File: src/rtl/tau_pkg.sv
package tau_pkg;
  localparam int unsigned DATA_W_DEF = 32;
  localparam int unsigned TAG_W_DEF  = 2;

  typedef struct packed {
    logic n;
    logic z;
    logic v;
    logic c;
  } cc_flags_t;
endpackage

File: src/rtl/tau_rst_sync.sv
module tau_rst_sync #(
  parameter int unsigned STAGES = 2
) (
  input  logic clk,
  input  logic rst_n,
  output logic rst_sync_n
);
  logic [STAGES-1:0] chain_q;

  generate
    if (STAGES == 1) begin : g_single
      always_ff @(posedge clk or negedge rst_n) begin
        if (!rst_n) chain_q <= '0;
        else        chain_q <= 1'b1;
      end
    end else begin : g_multi
      always_ff @(posedge clk or negedge rst_n) begin
        if (!rst_n) chain_q <= '0;
        else        chain_q <= {chain_q[STAGES-2:0], 1'b1};
      end
    end
  endgenerate

  assign rst_sync_n = chain_q[STAGES-1];
endmodule

File: src/rtl/tau_addsub.sv
module tau_addsub #(
  parameter int unsigned W = 32
) (
  input  logic         sub_sel,
  input  logic [W-1:0] a,
  input  logic [W-1:0] b,
  output logic [W-1:0] sum,
  output logic         carry_flag,
  output logic         ovf
);
  logic [W-1:0] b_eff;
  logic [W:0]   wide;

  always_comb begin
    b_eff      = sub_sel ? ~b : b;
    wide       = {1'b0, a} + {1'b0, b_eff} + {{W{1'b0}}, sub_sel};
    sum        = wide[W-1:0];
    // borrow is the inverse of the carry out when subtracting
    carry_flag = sub_sel ? ~wide[W] : wide[W];
    ovf        = (a[W-1] == b_eff[W-1]) && (wide[W-1] != a[W-1]);
  end
endmodule

File: src/rtl/tau_tag_check.sv
module tau_tag_check #(
  parameter int unsigned W     = 32,
  parameter int unsigned TAG_W = 2
) (
  input  logic [W-1:0] a,
  input  logic [W-1:0] b,
  output logic         tag_err
);
  assign tag_err = |(a[TAG_W-1:0] | b[TAG_W-1:0]);
endmodule

File: src/rtl/tagged_arith_unit.sv
module tagged_arith_unit
  import tau_pkg::*;
#(
  parameter int unsigned DATA_W      = DATA_W_DEF,
  parameter int unsigned TAG_W       = TAG_W_DEF,
  parameter int unsigned SYNC_STAGES = 2
) (
  input  logic              clk,
  input  logic              rst_n,
  input  logic              req,
  input  logic              sub_sel,
  input  logic [DATA_W-1:0] a,
  input  logic [DATA_W-1:0] b,
  output logic              done,
  output logic              trap,
  output logic [DATA_W-1:0] res,
  output logic              cc_wr,
  output logic              flag_n,
  output logic              flag_z,
  output logic              flag_v,
  output logic              flag_c
);
  logic              rst_sync_n;
  logic [DATA_W-1:0] sum_w;
  logic              carry_w;
  logic              ovf_w;
  logic              tag_err_w;
  logic              trap_cond;

  logic              done_q, done_d;
  logic              trap_q, trap_d;
  logic              ccwr_q, ccwr_d;
  logic [DATA_W-1:0] res_q,  res_d;
  cc_flags_t         cc_q,   cc_d;
  logic              upd_en;

  tau_rst_sync #(.STAGES(SYNC_STAGES)) u_rst_sync (
    .clk        (clk),
    .rst_n      (rst_n),
    .rst_sync_n (rst_sync_n)
  );

  tau_addsub #(.W(DATA_W)) u_addsub (
    .sub_sel    (sub_sel),
    .a          (a),
    .b          (b),
    .sum        (sum_w),
    .carry_flag (carry_w),
    .ovf        (ovf_w)
  );

  tau_tag_check #(.W(DATA_W), .TAG_W(TAG_W)) u_tag_check (
    .a       (a),
    .b       (b),
    .tag_err (tag_err_w)
  );

  assign trap_cond = tag_err_w | ovf_w;
  assign upd_en    = req & ~trap_cond;

  // next-state logic
  always_comb begin
    done_d = req;
    trap_d = req & trap_cond;
    ccwr_d = upd_en;
    res_d  = res_q;
    cc_d   = cc_q;
    if (upd_en) begin
      res_d  = sum_w;
      cc_d.n = sum_w[DATA_W-1];
      cc_d.z = (sum_w == '0);
      cc_d.v = ovf_w;
      cc_d.c = carry_w;
    end
  end

  // strobes: written every cycle
  always_ff @(posedge clk or negedge rst_sync_n) begin
    if (!rst_sync_n) begin
      done_q <= 1'b0;
      trap_q <= 1'b0;
      ccwr_q <= 1'b0;
    end else begin
      done_q <= done_d;
      trap_q <= trap_d;
      ccwr_q <= ccwr_d;
    end
  end

  // result and flags: clock-enabled by a non-trapping request
  always_ff @(posedge clk or negedge rst_sync_n) begin
    if (!rst_sync_n) begin
      res_q <= '0;
      cc_q  <= '0;
    end else if (upd_en) begin
      res_q <= res_d;
      cc_q  <= cc_d;
    end
  end

  assign done   = done_q;
  assign trap   = trap_q;
  assign cc_wr  = ccwr_q;
  assign res    = res_q;
  assign flag_n = cc_q.n;
  assign flag_z = cc_q.z;
  assign flag_v = cc_q.v;
  assign flag_c = cc_q.c;
endmodule

File: config.mk
export PLATFORM = sky130hd
export DESIGN_NAME = tagged_arith_unit
export DESIGN_NICKNAME = d
export VERILOG_FILES = /design/src/rtl/tau_pkg.sv /design/src/rtl/tau_rst_sync.sv /design/src/rtl/tau_addsub.sv /design/src/rtl/tau_tag_check.sv /design/src/rtl/tagged_arith_unit.sv
export SDC_FILE = /design/constraint.sdc
export NUM_CORES = 1
export LEC_CHECK = 0
export ABC_AREA = 1
export BUFFER_PORTS_ARGS = -buffer_cell sky130_fd_sc_hd__buf_2
export CORE_MARGIN = 1
export CORE_UTILIZATION = 40
export CTS_CLUSTER_DIAMETER = 200
export DETAILED_ROUTE_END_ITERATION = 10
export PLACE_DENSITY = 0.68
export SLEW_MARGIN = 10
export SYNTH_ARGS = -nofsm -noshare
export SYNTH_HDL_FRONTEND = slang
export SYNTH_SLANG_ARGS = --single-unit
export TNS_END_PERCENT = 20
File: constraint.sdc
create_clock -name clk -period 1.8 [get_ports clk]
set_clock_uncertainty 0.2 [all_clocks]
set_input_delay 0.36 -clock clk [delete_from_list [all_inputs] [get_ports clk]]
set_output_delay 0.36 -clock clk [all_outputs]
set_load 0.01 [all_outputs]
==> flow_summary.ini, run 1 <==
[clock_tree]
cts_root_buffer = clkbuf_8
clk_latency_ns = 0.29
cts_tree = done
cts_made_buffers = 5
cts.htree.levels = 2
clk_pin_slew_ns = 0.08
cts_buffer_depth = 2
numClockSinks = 40

[worst_setup_path]
r2r.worst_path.cells = 2
worstSetupPathType = in -> reg
regToRegEndpoint = res[10]
crit_path_max_fanout = 8
path_cells = buf_12 > buf_12 > xor2_1 > ha_1 > nand2_2 > inv_2 > a21oi_2 > nand2_1 > inv_2 > nor2_4 > nor2_4 > nand3_2 > nand3_4 > nand2_4 > nor2_8 > inv_8 > clkbuf_16 > nand2_2 > o21ai_2
worstSetupEndpointType = flop
crit_arrival_ns = 2.55
worst_ep_required_time_ns = 1.79
cp_slowest_cell = ha_1
slowest_delay_ns = 0.36
cp-start-kind = input pin
rr_startpoint = res[10]
reg2reg_slack_ns = 0.96

[cells_and_area]
multiInputGateArea_sq_um = 3204
most-common-layout-cells = 258 x nand2_1, 135 x buf_4, 117 x inv_1
drive_gt1_share_pct = 39.25
antenna_cells = 0
fin_nets = 1082
final_common_cell = nand2_1
final_area_sq_um = 6792
areaGrowthSynthToFinish_pct = 54.03
final_cells = 1117
fill_cells = 975
postLayoutCoreUtil_pct = 64.63
register_area_sq_um = 1001

[floorplan]
die_x_microns = 107.0
start_util_pct = 41.96
io_pins = 107
die_h_microns = 107.0
row_count = 37
die-area_sq_um = 11450
core_area_sq_um = 10510

[job]
cap_viol_max_count = 0

[yosys]
ys_types = 32
synth_edf_count = 0
syn_nets = 831
synth_xor_area_share_pct = 8.541
syn_area_sq_um = 4409
synth_top_area_cell = nand2_1
synth_top_family_by_area = simple AND/OR/NAND/NOR gates
synth-seq-cells = 40
synthCells = 729
synthTopCellsByArea = nand2_1 26%, dfrtp_1 23%, inv_1 10%, ha_1 9.4%, xor2_1 8.1%
synth.avg_cell_area_sq_um = 6.048
yosys_warnings = 0
synthFlopType = dfrtp_1
async_flop_share_pct = 100.0
synthMuxAreaShare_pct = 0
synth_top_area_share_pct = 26.05
synth_compound_area_share_pct = 5.136
synth_fa_ha_area_share_pct = 9.818
yosys.area_share.simple_pct = 41.12
ys_seq_area_share_pct = 22.70

[power]
p_sw_mw = 2.089
seqPwrFrac_pct = 25.9
power_frac_comb_pct = 60.5
power_density_nw_per_um2 = 759.7
switching_share_pct = 40.48
power_frac_clock_pct = 13.7
irDropWorstVdd_mv = 0.6320
intPower_mw = 3.071
power_mw = 5.159
leakage_nw = 4.099

[place]
dpl-instance-area_sq_um = 6133
io_buffers = 106
preCtsSetupSlack_ns = -1.145
dp.cells = 1096
place_congestion = 0.9172
dpl.hpwl_microns = 10070

[sta]
period_needed_ns = 2.561
fin_crit_sh_pct = 142.3
setup_ws_ns = -0.7612
finalSetupViolations = 37
rsz0062_at_grt = yes
hold_viol_final = 0
clock.fmax_mhz = 390.4
drv_slew = 0

[global_route]
track_usage_pct = 22.17
grt_pass1_wl_microns = 20460
grt_pass1_vias = 4674
overflow = 0
antenna_found_initial = 0
grt_max_degree = 39

[detailed_routing]
wl_per_cell_microns = 11.27
wl_microns = 12590
drc = 0
firstDrtPassIters = 5
drtIter0Drc = 189
via_per_inst = 4.549
detail-route-antenna-nets = 0
via_count = 5081

[worst_hold_path]
hold_path_class = reg -> async

[run_status]
outcome = complete, but fails checks
violations = negative setup slack
==> worst max-delay path: cells and delay by family <==
kind,cells,cell delay [ns]
AND/OR/NAND/NOR,9,0.84
buffers and inverters,6,0.63
adder cells (fa/ha/maj),1,0.36
AO/OA/AOI/OAI,2,0.21
XOR/XNOR,1,0.16
==> per-stage QoR <==
step                hold slack, ns  TNS [ns]
finish                     0.08526    -26.75
global route                0.1483    -31.68
CTS                         0.1088    -25.66
detailed placement        -0.05303    -40.85
global placement          -0.05317    -38.26
floorplan                  -0.1356    -33.62
==> how the worst max path moves through the flow <==
stage,from,end,cells after the start
2_1_floorplan,sub_sel,flag_c,21
3_3_place_gp,sub_sel,res[6],18
3_5_place_dp,sub_sel,res[15],18
4_1_cts,sub_sel,res[5],19
5_1_grt,sub_sel,flag_z,18
6_report,sub_sel,res[1],19
==> routing by layer <==
| layer | vias up | share of wire (%) | track usage (%) |
|---|---|---|---|
| li1 | 2703 | - | - |
| met5 | - | 0 | 0 |
| met1 | 2251 | 47 | 30.37 |
| met3 | 13 | 3.7 | 1.398 |
| met2 | 114 | 48 | 37.83 |
| met4 | 0 | 1.4 | 5.675 |
==> synthesized netlist by cell type, types with 4 or more instances <==
library cell,count
o21bai_1,5
nand3_1,36
nor2_1,56
nor3_1,4
o21ai_2,6
o21ai_0,5
nand2_2,13
ha_1,33
inv_2,5
nand4_1,8
nand2_1,306
buf_6,4
xor2_1,41
a21oi_1,20
inv_1,119
dfrtp_1,40
==> flip-flops by register name, indices dropped and copies added (netlist names) <==
register,cells
trap,1
flag_v,1
done,1
res,32
flag_z,1
u_rst_sync.chain_q,2
flag_c,1
cc_wr,1
==> power groups by stage <==
stage / combinational (mW) / clock (mW) / sequential, mW
3_5_place_dp: 2.85 / 0 / 1.32
3_3_place_gp: 2.81 / 0 / 1.31
2_1_floorplan: 1.36 / 0 / 1.45
6_report: 3.12 / 0.706 / 1.33
4_1_cts: 2.94 / 0.717 / 1.31
5_1_grt: 3.48 / 0.751 / 1.36
==> area by class of cell <==
cell class	count	share of cell area, %
clock inverters	2	0.5158
well taps	136	2.506
flip-flops and latches	40	14.74
clock buffers	6	1.069
repair buffers	255	26.97
multi-input cells	553	47.18
inverters	125	7.019
==> repair_timing <==
item,CTS,global route
hold buffers,2,0
gates resized for setup,37,71
pin swaps,5,26
hold endpoints to repair,3,0
setup endpoints to repair,37,37
setup buffers,2,4
cloned,2,3
==> kinds of logic (layout without fill, tap and decap cells) <==
group                    Yosys count  after routing
AND/OR/NAND/NOR                  437            437
buffers and inverters            136            388
XOR/XNOR                          43             43
flip-flops                        40             40
AO/OA/AOI/OAI                     38             38
adder cells (fa/ha/maj)           34             34
other                              1              1
Note: power is estimated with default switching activity, not from simulation.
==> run 2, diff against run 1 <==
- MAX_ROUTING_LAYER: default -> met4
==> flow_summary.ini, run 2 (same netlist as run 1, synthesis figures left out) <==
[floorplan]
die-area_sq_um = 11450
io_pins = 107
die_h_microns = 107.0
row_count = 37
start_util_pct = 41.96
die_x_microns = 107.0
core_area_sq_um = 10510

[power]
power_density_nw_per_um2 = 784.3
irDropWorstVdd_mv = 0.5021
power_mw = 5.271
leakage_nw = 4.101

[global_route]
track_usage_pct = 23.98
grt_pass1_wl_microns = 21400
antenna_found_initial = 0
grt_pass1_vias = 4842
overflow = 0
grt_max_degree = 39

[worst_setup_path]
cp_slowest_cell = ha_1
slowest_delay_ns = 0.33
regToRegEndpoint = res[1]
crit_arrival_ns = 2.51
r2r.worst_path.cells = 2
worstSetupPathType = in -> reg
crit_top_cell = nand2_1
worstSetupEndpointType = flop
path_cells = buf_12 > buf_16 > xor2_1 > ha_1 > nand2_2 > inv_2 > nand2_1 > nand2_1 > nand2_1 > nand2_1 > inv_2 > nor2_2 > nor2_2 > nand3_1 > nand3_2 > nand2_4 > nor2_8 > inv_8 > buf_12 > nand2_2 > o21ai_2
crit_path_max_fanout = 11
path_buf_inv = 6
rr_startpoint = res[1]
cp-start-kind = input pin
worst_ep_required_time_ns = 1.79
cp_top_family = simple AND/OR/NAND/NOR gates
reg2reg_slack_ns = 0.95

[clock_tree]
numClockSinks = 40
cts_buffer_depth = 2
cts_made_buffers = 5
cts_tree = done
clk_latency_ns = 0.29
cts.htree.levels = 2
cts_root_buffer = clkbuf_8
clk_pin_slew_ns = 0.07

[detailed_routing]
wl_microns = 12660
drtIter0Drc = 212
via_count = 5129
wl_per_cell_microns = 11.23
firstDrtPassIters = 5
via_per_inst = 4.551
detail-route-antenna-nets = 0
drc = 0

[worst_hold_path]
hold_path_class = reg -> async

[cells_and_area]
antenna_cells = 0
drive_gt1_share_pct = 36.83
areaGrowthSynthToFinish_pct = 52.41
fin_nets = 1093
largest_reg_flops = 32
final_cells = 1127
most-common-layout-cells = 283 x nand2_1, 147 x buf_4, 115 x inv_1
final_common_cell = nand2_1

[sta]
tns_ns = -26.11
hold_viol_final = 0
period_needed_ns = 2.528
drv_slew = 0
fin_crit_sh_pct = 140.4
rsz0062_at_grt = yes
setup_ws_ns = -0.7276
clock.fmax_mhz = 395.6
finalSetupViolations = 37

[place]
dpl.hpwl_microns = 10370
dp.cells = 1101
place_congestion = 0.9362
io_buffers = 106
preCtsSetupSlack_ns = -1.104

[run_status]
violations = negative setup slack
outcome = complete, but fails checks

[job]
cap_viol_max_count = 0
-- run 2: changes by cell type in the layout (fill, tap and decap cells not counted), sizes merged --
cell    previous run  this run
buf              250       264
bufinv             1         2
clkbuf             9         5
clkinv             1         0
-- run 2: power breakdown --
group	switching [mW]	internal, mW	total, mW
registers	0.167	1.16	1.32
clock network	0.293	0.545	0.839
logic	1.60	1.50	3.11
total	2.06	3.21	5.27
-- run 2: layout make-up --
type | count | area, sq um
fill | 982 | 3789
multi-input combinational | 553 | 3067
timing repair buffer | 266 | 1877
sequential | 40 | 1001
inverter | 125 | 476.7
tap | 136 | 170.2
clock buffer | 5 | 68.82
clock inverter | 2 | 60.06
-- run 2: worst max path at each step --
stage	from	endpoint	cells after the start
after floorplan	sub_sel	flag_c	21
after global placement	sub_sel	flag_c	17
after detailed placement	sub_sel	res[10]	21
after CTS	sub_sel	flag_c	19
after global routing	sub_sel	flag_z	20
final	sub_sel	res[8]	21
-- run 2: metrics by stage --
step                utilization, %  cell area, sq um  hold slack [ns]
finish                       63.95              6720          0.08424
global route                 63.95              6720           0.1506
CTS                          62.97              6618           0.1184
detailed placement           58.60              6158         -0.05375
global placement             58.60              6158         -0.05343
floorplan                        -              4482          -0.1356
-- run 2: metal layers --
layer / global-route usage, % / up-vias / wire [microns]
met5: - / - / 0
met4: 7.241 / 0 / 257
met3: 1.641 / 14 / 523
met2: 41.75 / 134 / 6002
met1: 29.75 / 2248 / 5875
li1: - / 2733 / -
-- run 2: timing repair --
action,4_1_cts,5_1_grt
buffers inserted,10,5
endpoints found under the setup margin,37,37
hold endpoints to repair,3,0
hold buffers,2,0
gates cloned,3,0
resized for setup,53,21
pin swaps,27,7
